File: src/rtl/wpost_dual.sv
module wpost_dual #(
  parameter int AW        = 16,
  parameter int DW        = 32,
  parameter int BUF_WORDS = 4,
  parameter int IDLE_CYC  = 8
) (
  input  logic                              clk,
  input  logic                              rst_n,
  input  logic                              cpu_valid,
  input  logic [AW-1:0]                     cpu_addr,
  input  logic [DW-1:0]                     cpu_wdata,
  input  logic [DW/8-1:0]                   cpu_be,
  output logic                              cpu_ready,
  output logic                              mem_valid,
  output logic [AW-1:0]                     mem_start,
  output logic [$clog2(BUF_WORDS+1)-1:0]    mem_len,
  output logic [DW-1:0]                     mem_wdata,
  output logic [DW/8-1:0]                   mem_wbe,
  output logic                              mem_last,
  input  logic                              mem_ready
);
  localparam int LW = $clog2(BUF_WORDS);
  localparam int CW = $clog2(BUF_WORDS+1);
  localparam int BW = DW/8;
  localparam int IW = $clog2(IDLE_CYC+1);

  logic [DW-1:0] data_q [2][BUF_WORDS];
  logic [BW-1:0] be_q   [2][BUF_WORDS];
  logic [AW-1:0] base_q [2];
  logic [CW-1:0] cnt_q  [2];
  logic [1:0]    closed_q;
  logic          fsel_q, dsel_q;
  logic [LW-1:0] beat_q;
  logic [IW-1:0] idle_q;

  logic          fill_open, need_switch, acc, last_slot, timeout, tgt, mem_fire;
  logic [LW-1:0] wslot;

  assign fill_open   = (cnt_q[fsel_q] != '0) && !closed_q[fsel_q];
  assign need_switch = fill_open && (cpu_addr != base_q[fsel_q] + AW'(cnt_q[fsel_q]));
  assign cpu_ready   = !closed_q[fsel_q] && !(need_switch && closed_q[~fsel_q]);
  assign acc         = cpu_valid && cpu_ready;
  assign tgt         = need_switch ? ~fsel_q : fsel_q;
  assign wslot       = need_switch ? '0 : cnt_q[fsel_q][LW-1:0];
  assign last_slot   = cpu_addr[LW-1:0] == LW'(BUF_WORDS-1);
  assign timeout     = !acc && fill_open && (idle_q == IW'(IDLE_CYC-1));

  assign mem_valid = closed_q[dsel_q];
  assign mem_start = base_q[dsel_q];
  assign mem_len   = cnt_q[dsel_q];
  assign mem_wdata = data_q[dsel_q][beat_q];
  assign mem_wbe   = be_q[dsel_q][beat_q];
  assign mem_last  = (CW'(beat_q) + CW'(1)) == cnt_q[dsel_q];
  assign mem_fire  = mem_valid && mem_ready;

  always_ff @(posedge clk) begin
    if (acc) begin
      data_q[tgt][wslot] <= cpu_wdata;
      be_q[tgt][wslot]   <= cpu_be;
    end
  end

  always_ff @(posedge clk) begin
    if (!rst_n) begin
      base_q[0] <= '0;
      base_q[1] <= '0;
      cnt_q[0]  <= '0;
      cnt_q[1]  <= '0;
      closed_q  <= '0;
      fsel_q    <= 1'b0;
      dsel_q    <= 1'b0;
      beat_q    <= '0;
      idle_q    <= '0;
    end else begin
      idle_q <= (acc || !fill_open) ? '0 : idle_q + IW'(1);
      if (acc) begin
        if (wslot == '0) base_q[tgt] <= cpu_addr;
        cnt_q[tgt] <= need_switch ? CW'(1) : cnt_q[fsel_q] + CW'(1);
        if (need_switch) closed_q[fsel_q] <= 1'b1;
        if (last_slot) begin
          closed_q[tgt] <= 1'b1;
          fsel_q        <= ~tgt;
        end else begin
          fsel_q <= tgt;
        end
      end else if (timeout) begin
        closed_q[fsel_q] <= 1'b1;
        fsel_q           <= ~fsel_q;
      end
      if (mem_fire) begin
        if (mem_last) begin
          closed_q[dsel_q] <= 1'b0;
          cnt_q[dsel_q]    <= '0;
          beat_q           <= '0;
          dsel_q           <= ~dsel_q;
        end else begin
          beat_q <= beat_q + LW'(1);
        end
      end
    end
  end

  p_reset_idle_r1: assert property (@(posedge clk) !rst_n |=> cpu_ready && !mem_valid);

  p_len_range_r2: assert property (@(posedge clk) disable iff (!rst_n)
    mem_valid |-> (mem_len != '0) && (mem_len <= CW'(BUF_WORDS)));

  p_in_group_r3: assert property (@(posedge clk) disable iff (!rst_n)
    mem_valid |-> (32'(mem_start[LW-1:0]) + 32'(mem_len)) <= BUF_WORDS);

  p_stall_both_full_r6: assert property (@(posedge clk) disable iff (!rst_n)
    !cpu_ready |-> (cnt_q[0] != '0) && (cnt_q[1] != '0));

  p_hold_beat_r9: assert property (@(posedge clk) disable iff (!rst_n)
    mem_valid && !mem_ready |=> mem_valid && $stable(mem_start) && $stable(mem_len)
                                && $stable(mem_wdata) && $stable(mem_wbe) && $stable(mem_last));

  p_burst_const_r9: assert property (@(posedge clk) disable iff (!rst_n)
    mem_fire && !mem_last |=> mem_valid && $stable(mem_start) && $stable(mem_len));

  p_order_r7: assert property (@(posedge clk) disable iff (!rst_n)
    mem_fire && mem_last |=> dsel_q != $past(dsel_q));
endmodule

File: config.mk
export PLATFORM = sky130hd
export DESIGN_NAME = wpost_dual
export DESIGN_NICKNAME = d
export VERILOG_FILES = /design/src/rtl/wpost_dual.sv
export SDC_FILE = /design/constraint.sdc
export NUM_CORES = 1
export LEC_CHECK = 0
export BUFFER_PORTS_ARGS = -buffer_cell sky130_fd_sc_hd__buf_2
export CAP_MARGIN = 10
export CORE_MARGIN = 2
export CORE_UTILIZATION = 60
export CTS_BUF_LIST = sky130_fd_sc_hd__clkbuf_2
export DETAILED_ROUTE_END_ITERATION = 7
export PLACE_DENSITY = 0.87
export SYNTH_ARGS = -nofsm -noshare
export SYNTH_HDL_FRONTEND = slang
export SYNTH_SLANG_ARGS = --single-unit
File: constraint.sdc
create_clock -name clk -period 9.81 [get_ports clk]
set_clock_uncertainty 0.05 [all_clocks]
set_input_delay 0.4905 -clock clk [delete_from_list [all_inputs] [get_ports clk]]
set_output_delay 0.4905 -clock clk [all_outputs]
set_load 0.005 [all_outputs]
==> run metrics, run 1 <==
Internal Pwr Total 0.00244 W; Peak Freq 169 MHz; WL final 29.0 mm; Clock Latency Late Sink 880 ps; most numerous cell in the Yosys netlist edfxtp_1; Hold Path Depth 2; Hold Path Class primary input to flop; ANT nets after route 0; Net count, final 1,067; Pwr Density 210 nW/um2; number of enable flip-flop cells after synthesis 320; WL per Instance 21.0 um; first-pass GRT wire length 44.3 mm; Final TNS setup 0 ps; Final setup viols 0; Comb pwr share 0.216; largest net degree at the start of global routing 78; RSZ-0062 raised after global routing false; Clock transition at path regs 100 ps; Starting DRT DRC Count 694; Die Y 159 um; max_slew headroom 0.206; Async SR Flop Fraction 0; core area 23,500 um2; vias in the first global route 8,312; DP HPWL 16.9 mm; hold_buf cts 57; Clock power frac 0.249; Top Ports 114; vias 8,137; number of synthesized register bits 338; clock tree buffer depth 3; layout cells sized above 1 0.375; Sequential cell area 9980 um2; First-pass DRT Iterations 5; Layout fillers 1,460; H-Tree Depth 3; post-synthesis sequential area ratio 0.696; DRC errors left 0; Netlist cell types 64; CP required 10,200 ps; VDD IR-drop max 0.128 mV; top post-synthesis cells by area edfxtp_1 (67%), mux4_2 (11%), mux2_2 (4.6%); Port Buffers 113; Sw Ratio 0.299; net count after synthesis 843; Net Sw Power 0.00104 W; Gate Count Post-Synth 779; GRT Residual Overflow 0; Avg Cell Area, Syn 18.4 um2; vias per inst 5.89; Setup CP Type flop to flop; crit path launch type flop; Num Clock Sinks 338; crit-path max FO 36; fin area 16,600 um2; P_leak 5.66 nW; Multi-input gate area 4220 um2; R2R depth 13; Worst setup EP type flop; Top FF cell, synth edfxtp_1; Fin. Hold Viols 0; Final Cycle Share 0.604; max-slew violations 0; Post-CTS Setup Bufs 0; outcome completed; Area Overhead vs Synth 15.5%; Synth Cell Area 14,300 um2; Tot GR Track Use 0.236; reg2reg end data_q[0][125]; standard-cell rows 56; Worst-Margin Slew 1190 ps; antenna violations before repair 2; CP Data Arrival Time 6320 ps; placed inst area 15,300 um2; Worst path max stage delay 920 ps; Pwr Total 0.00348 W; Period minus WS final 5920 ps; Final GP Congestion 0.854; post-synth top area cell edfxtp_1; max cap viols 0; Inserted Clock Buffers 79; TritonCTS clock tree yes; Min-Delay Endpoint data_q[0][114]; DIE WIDTH 159 um; worst-case hold slack 374 ps; most instantiated cells after synthesis edfxtp_1 (320), mux4_2 (72), mux2_2 (58); post_cts resized 0; Ys Warns 0; fin util 0.705; R2R Setup Slk 3890 ps; worst path cell trace buf_4 -> mux2i_1 -> inv_1 -> fa_1 -> a21oi_1 -> a211oi_4 -> a311oi_1 -> a31oi_1 -> or4_4 -> nor3_4 -> o2111ai_2 -> and2_1 -> nor2_4; Hold Path Origin cpu_wdata[18]; Synth top area share 0.670; clk root buf clkbuf_2; initial core utilization 0.611; sequential share of power 0.535; die area 25,100 um2; Slowest-stage cell, CP nor2_4
-- how the worst max path moves through the flow --
stage / from / endpoint / slack (ps) / depth (start not counted)
after global placement: flop / data_q[0][110] / 4160 / 13
after global routing: flop / be_q[0][12] / 3500 / 13
after floorplan: flop / be_q[0][0] / 2050 / 15
after detailed placement: flop / data_q[0][110] / 3950 / 13
after CTS: flop / cpu_ready / 3890 / 13
final: flop / data_q[0][125] / 3890 / 13
-- cells by family after synthesis --
group	share of synthesized area
flip-flops	0.696
buffers and inverters	0.0136
XOR/XNOR	0.0177
adder cells (fa/ha/maj)	0.00751
AND/OR/NAND/NOR	0.0575
multiplexers	0.173
AO/OA/AOI/OAI	0.0352
-- power by group through the flow --
stage | sequential (W) | combinational, W | clock (W)
detailed placement | 0.00190 | 0.000732 | 0
floorplan | 0.00184 | 0.000520 | 0
CTS | 0.00186 | 0.000754 | 0.000892
global placement | 0.00188 | 0.000711 | 0
global route | 0.00188 | 0.000821 | 0.000960
finish | 0.00186 | 0.000753 | 0.000867
-- cell usage in the layout (no fill, tap or decap), types with 16 or more instances in the layout --
cell and instances:
edfxtp_1 320, buf_2 113, clkbuf_2 107, mux4_2 72, mux2_2 58, dlygate4sd3_1 57
and2_1 35, xnor2_1 23, clkinv_1 20, nand3_1 18, mux2i_1 18, a21oi_1 16
nor2_1 16
-- flip-flops by register name, indices dropped and copies added, names as in the netlist, named ones only --
| register | cells |
|---|---|
| base_q | 32 |
| be_q | 32 |
| beat_q | 2 |
| closed_q | 2 |
| cnt_q | 6 |
| data_q | 256 |
| dsel_q | 1 |
| fsel_q | 1 |
| idle_q | 4 |
-- worst max-delay path: cells and delay by family (launching register included) --
family                   cells  cell delay (ps)
AO/OA/AOI/OAI                5              940
adder cells (fa/ha/maj)      1              530
buffers and inverters        2              740
flip-flops                   1              370
multiplexers                 1              720
AND/OR/NAND/NOR              4             2140
-- layout make-up --
cell class              instances  area share
well taps                     319      0.0241
clock inverters                31      0.0108
flip-flops and latches        338       0.603
diodes                          2    0.000302
repair buffers                180      0.0732
clock buffers                 107      0.0324
multi-input cells             398       0.255
inverters                       6     0.00136
-- through the flow --
stage	cells	worst slack, ps
CTS	1379	3890
detailed placement	1184	3950
finish	1381	3890
global placement	1184	4160
global route	1381	3500
floorplan	779	2050
-- routing by layer --
layer	vias to the layer above	track usage	wire length [um]
li1	3676	-	-
met1	4082	0.301	11600
met2	343	0.411	15000
met3	36	0.0460	1970
met4	0	0.0798	433
met5	-	0	0
No activity file was read; power rests on OpenSTA's default activity.
==> inputs of run 2 (changes only) <==
- CORE_UTILIZATION: 60 -> 56
- PLACE_DENSITY: 0.87 -> 0.85
- clock period: 9.81 -> 5.3 ns (I/O delays scaled with it)
==> run metrics, run 2 (synthesis gave the netlist of run 1 again) <==
# placed instances 1,200 (was 1,184); first-pass GRT wire length 46.7 mm (was 44.3 mm); Inserted Clock Buffers 82 (was 79); vias 8,228 (was 8,137); ANT nets after route 0 (unchanged); Starting DRT DRC Count 807 (was 694); Clock Latency Late Sink 840 ps (was 880 ps); max_slew headroom 0.243 (was 0.206); antenna violations before repair 1 (was 2); vias in the first global route 8,443 (was 8,312); Sequential cell area 9980 um2 (about the same); most flop-heavy register data_q (unchanged); core area 25,200 um2 (was 23,500 um2); GRT Residual Overflow 0 (unchanged); max cap viols 0 (unchanged); Num Clock Sinks 338 (unchanged); P_leak 5.75 nW (was 5.66 nW); Net count, final 1,076 (was 1,067); largest net degree at the start of global routing 78 (unchanged); Pwr Density 395 nW/um2 (was 210 nW/um2); Period minus WS final 5010 ps; clk root buf clkbuf_2 (unchanged); Tot GR Track Use 0.233 (was 0.236); layout cells sized above 1 0.391 (was 0.375); max FFs per register 256 (unchanged); initial core utilization 0.569 (was 0.611); fin cells 1,407 (was 1,381); H-Tree Depth 3 (unchanged); Hold Path Origin cpu_wdata[17] (was cpu_wdata[18]); Final TNS setup 0 ps (unchanged); standard-cell rows 58 (was 56); Hold Path Class primary input to flop (unchanged); crit-path max FO 8 (was 36); TritonCTS clock tree yes (unchanged); VDD IR-drop max 0.235 mV (was 0.128 mV); Die Y 164 um (was 159 um); Worst-Margin Slew 1140 ps (was 1190 ps); Final GP Congestion 0.858 (was 0.854); Layout fillers 1,669 (was 1,460); RSZ-0062 raised after global routing false (unchanged); crit path launch type flop (unchanged); worst-case hold slack 156 ps (was 374 ps); Clock transition at path regs 120 ps (was 100 ps); Final Cycle Share 0.946; WL final 30.3 mm (was 29.0 mm); Top Ports 114 (unchanged); Final setup viols 0 (unchanged); Fin. Hold Viols 0 (unchanged); CP required 4990 ps (was 10,200 ps); Setup CP Type flop to primary output (was flop to flop); First-pass DRT Iterations 5 (unchanged); most common cell after layout, fill and taps aside edfxtp_1 (unchanged); clock tree buffer depth 3 (unchanged); Worst setup EP type primary output (was flop); DIE WIDTH 164 um (was 159 um); die area 26,900 um2 (was 25,100 um2); Pwr Total 0.00664 W (was 0.00348 W); outcome completed (unchanged); CP Data Arrival Time 4700 ps (was 6320 ps); DRC errors left 0 (unchanged); Multi-input gate area 4340 um2 (was 4220 um2); DP HPWL 17.6 mm (was 16.9 mm); Peak Freq 200 MHz; most frequent cells in the layout edfxtp_1 (320), clkbuf_2 (118), buf_2 (113) (was edfxtp_1 (320), buf_2 (113), clkbuf_2 (107)); WL per Instance 21.6 um (was 21.0 um); Port Buffers 113 (unchanged); Regs by FF count data_q x256, base_q x32, be_q x32 (unchanged); Area Overhead vs Synth 17.3% (was 15.5%); vias per inst 5.85 (was 5.89); max-slew violations 0 (unchanged)
[run 2: cell types whose count changed in the layout (fill, tap and decap cells not counted), moves of 2 or more]
cell      previous run  this run
clkbuf_2           107       118
nor4_2               6         0
nor4_4               0         6
buf_4               10        15
clkinv_4             3         0
clkinv_2             5         3
inv_6                0         2
mux2i_1             18        16
mux2i_4              1         3
[run 2: final timing paths]
check / end / slack [ps] / depth (start not counted)
worst max register to register: data_q[0][98] / 390 / 14
worst max-delay path: cpu_ready / 290 / 13
worst min register to register: cnt_q[1][2] / 460 / 2
worst min-delay path: data_q[1][113] / 160 / 2
[run 2: through the flow]
stage	setup WS [ps]	cell area, um2	util
finish	288	16800	0.667
global route	33.8	16800	0.667
CTS	165	16800	0.667
detailed placement	186	15400	0.613
global placement	344	15400	0.613
floorplan	7.55	14500	-
[run 2: metal layers]
| layer | up-vias | wire [um] | track usage |
|---|---|---|---|
| met2 | 379 | 15600 | 0.393 |
| met1 | 4089 | 11700 | 0.298 |
| met5 | - | 0 | 0 |
| li1 | 3695 | - | - |
| met4 | 0 | 912 | 0.0961 |
| met3 | 65 | 2090 | 0.0470 |
[run 2: layout make-up]
class / instances / area share
sequential: 338 / 0.594
multi-input combinational: 398 / 0.258
timing repair buffer: 186 / 0.0755
clock buffer: 118 / 0.0351
tap: 330 / 0.0246
clock inverter: 30 / 0.0113
inverter: 6 / 0.00149
antenna: 1 / 0.000149
[run 2: timing repair]
action,4_1_cts,5_1_grt
resized for setup,1,0
setup buffers,0,1
endpoints found under the setup margin,1,1
gates cloned,0,0
pin swaps,0,0
hold endpoints to repair,338,0
hold buffers,57,0
[run 2: where the power goes]
part	internal (W)	switching, W	leakage (nW)	total [W]
clock network	0.000706	0.00101	0.574	0.00172
logic	0.000677	0.000786	2.08	0.00146
registers	0.00326	0.000196	3.10	0.00346
[run 2: critical path, stage by stage, from the launching register on]
cell,delay (ps)
dfxtp_2,520
mux2i_4,570
inv_4,160
ha_4,210
fa_2,390
a21oi_4,170
a211oi_4,60
a311oi_1,230
a31oi_1,70
or4_4,560
or3_4,390
a22oi_1,250
or2_2,180
buf_2,110
==> inputs of run 3 (changes only) <==
- BUFFER_PORTS_ARGS: -buffer_cell sky130_fd_sc_hd__buf_2 -> -buffer_cell sky130_fd_sc_hd__buf_4
==> run metrics, run 3 (synthesis gave the netlist of run 1 again) <==
layout cells sized above 1 0.394 (was 0.391); max-slew violations 0 (unchanged); most flop-heavy register data_q (unchanged); Clock power frac 0.245 (was 0.259); hold_buf cts 56 (was 57); DIE WIDTH 164 um (unchanged); First-pass DRT Iterations 4 (was 5); P_leak 5.82 nW (was 5.75 nW); Num Clock Sinks 338 (unchanged); Pwr Density 390 nW/um2 (was 395 nW/um2); setup ws final 475 ps (was 288 ps); most common cell after layout, fill and taps aside edfxtp_1 (unchanged); largest net degree at the start of global routing 78 (unchanged); Fin. Hold Viols 0 (unchanged); most frequent cells in the layout edfxtp_1 (320), buf_4 (129), clkbuf_2 (118) (was edfxtp_1 (320), clkbuf_2 (118), buf_2 (113)); post_cts resized 0 (was 1); Worst-Margin Slew 1140 ps (about the same); vias in the first global route 8,654 (was 8,443); Area Overhead vs Synth 18.9% (was 17.3%); max_slew headroom 0.240 (was 0.243); outcome completed (unchanged); pre-CTS WS 538 ps (was 186 ps); Pwr Total 0.00664 W (about the same); max FFs per register 256 (unchanged); Starting DRT DRC Count 724 (was 807); Port Buffers 113 (unchanged); Regs by FF count data_q x256, base_q x32, be_q x32 (unchanged); Post-CTS Setup Bufs 0 (unchanged); VDD IR-drop max 0.232 mV (was 0.235 mV); Clock transition at path regs 110 ps (was 120 ps); Final Cycle Share 0.910 (was 0.946); Peak Freq 207 MHz (was 200 MHz); Sw Ratio 0.295 (was 0.301); sequential share of power 0.519 (was 0.521); H-Tree Depth 3 (unchanged); DRC errors left 0 (unchanged); standard-cell rows 58 (unchanged); Final GP Congestion 0.824 (was 0.858); Final TNS setup 0 ps (unchanged); worst-case hold slack 138 ps (was 156 ps); Hold Path Class primary input to flop (unchanged); crit-path max FO 8 (unchanged); clk root buf clkbuf_2 (unchanged); first-pass GRT wire length 46.2 mm (was 46.7 mm); WL final 29.4 mm (was 30.3 mm); ANT nets after route 0 (unchanged); Tot GR Track Use 0.227 (was 0.233); Die Y 164 um (unchanged); Inserted Clock Buffers 85 (was 82); RSZ-0062 raised after global routing false (unchanged); Hold Path Origin cpu_wdata[17] (unchanged); Net count, final 1,080 (was 1,076); die area 26,900 um2 (unchanged); CP required 4990 ps (about the same); crit path launch type flop (unchanged); vias per inst 5.81 (was 5.85); antenna violations before repair 2 (was 1); clock tree buffer depth 3 (unchanged); DP HPWL 17.8 mm (was 17.6 mm); Setup CP Type flop to primary output (unchanged); Comb pwr share 0.236 (was 0.220); Internal Pwr Total 0.00468 W (was 0.00464 W); Final setup viols 0 (unchanged); initial core utilization 0.569 (unchanged); vias 8,126 (was 8,228); WL per Instance 21.0 um (was 21.6 um); core area 25,200 um2 (unchanged); Layout fillers 1,619 (was 1,669); Worst setup EP type primary output (unchanged); TritonCTS clock tree yes (unchanged); CP Data Arrival Time 4510 ps (was 4700 ps); Top Ports 114 (unchanged); Net Sw Power 0.00196 W (was 0.00200 W); Clock Latency Late Sink 850 ps (was 840 ps); GRT Residual Overflow 0 (unchanged); Period minus WS final 4830 ps (was 5010 ps); max cap viols 0 (unchanged)
-- run 3: critical path, stage by stage, from the launching register on --
cell	delay, ps
dfxtp_1	680
mux2i_4	370
inv_4	100
ha_4	180
fa_2	390
a21oi_4	180
a211oi_4	60
a311oi_1	220
a31oi_1	70
or4_4	560
or3_4	390
a22oi_1	200
or2_2	160
buf_4	100
-- run 3: layout make-up --
class / instances / area [um2] / area share
Antenna cell: 2 / 5.00 / 0.000294
Inverter: 6 / 25.0 / 0.00147
Clock inverter: 20 / 125 / 0.00734
Sequential cell: 338 / 9980 / 0.586
Multi-Input combinational cell: 398 / 4340 / 0.254
Tap cell: 330 / 413 / 0.0242
Clock buffer: 118 / 591 / 0.0347
Timing Repair Buffer: 187 / 1570 / 0.0921
-- run 3: path summary, 6_finish.rpt --
| path | to | slack (ps) | cells past startpoint |
|---|---|---|---|
| min reg2reg | cnt_q[1][2] | 470 | 2 |
| max | cpu_ready | 470 | 13 |
| max reg2reg | data_q[0][100] | 500 | 14 |
| min | data_q[1][113] | 140 | 2 |
-- run 3: per-stage QoR --
stage / instance area [um2] / util / std cells
final: 17000 / 0.677 / 1399
after floorplan: 14500 / - / 779
after CTS: 17000 / 0.677 / 1397
after detailed placement: 15800 / 0.626 / 1203
after global placement: 15800 / 0.626 / 1203
after global routing: 17000 / 0.677 / 1399
-- run 3: per-layer routing --
layer	up-vias	track usage	part of all wire
met4	0	0.0889	0.021
met5	-	0	0
met2	322	0.386	0.52
li1	3692	-	-
met1	4064	0.290	0.40
met3	48	0.0457	0.061
-- run 3: power by group through the flow --
| stage | Clock, W | Sequential (W) | Combinational (W) |
|---|---|---|---|
| after floorplan | 0 | 0.00340 | 0.00103 |
| after global placement | 0 | 0.00349 | 0.00151 |
| after detailed placement | 0 | 0.00351 | 0.00154 |
| after CTS | 0.00168 | 0.00345 | 0.00158 |
| after global routing | 0.00182 | 0.00348 | 0.00169 |
| final | 0.00162 | 0.00345 | 0.00157 |
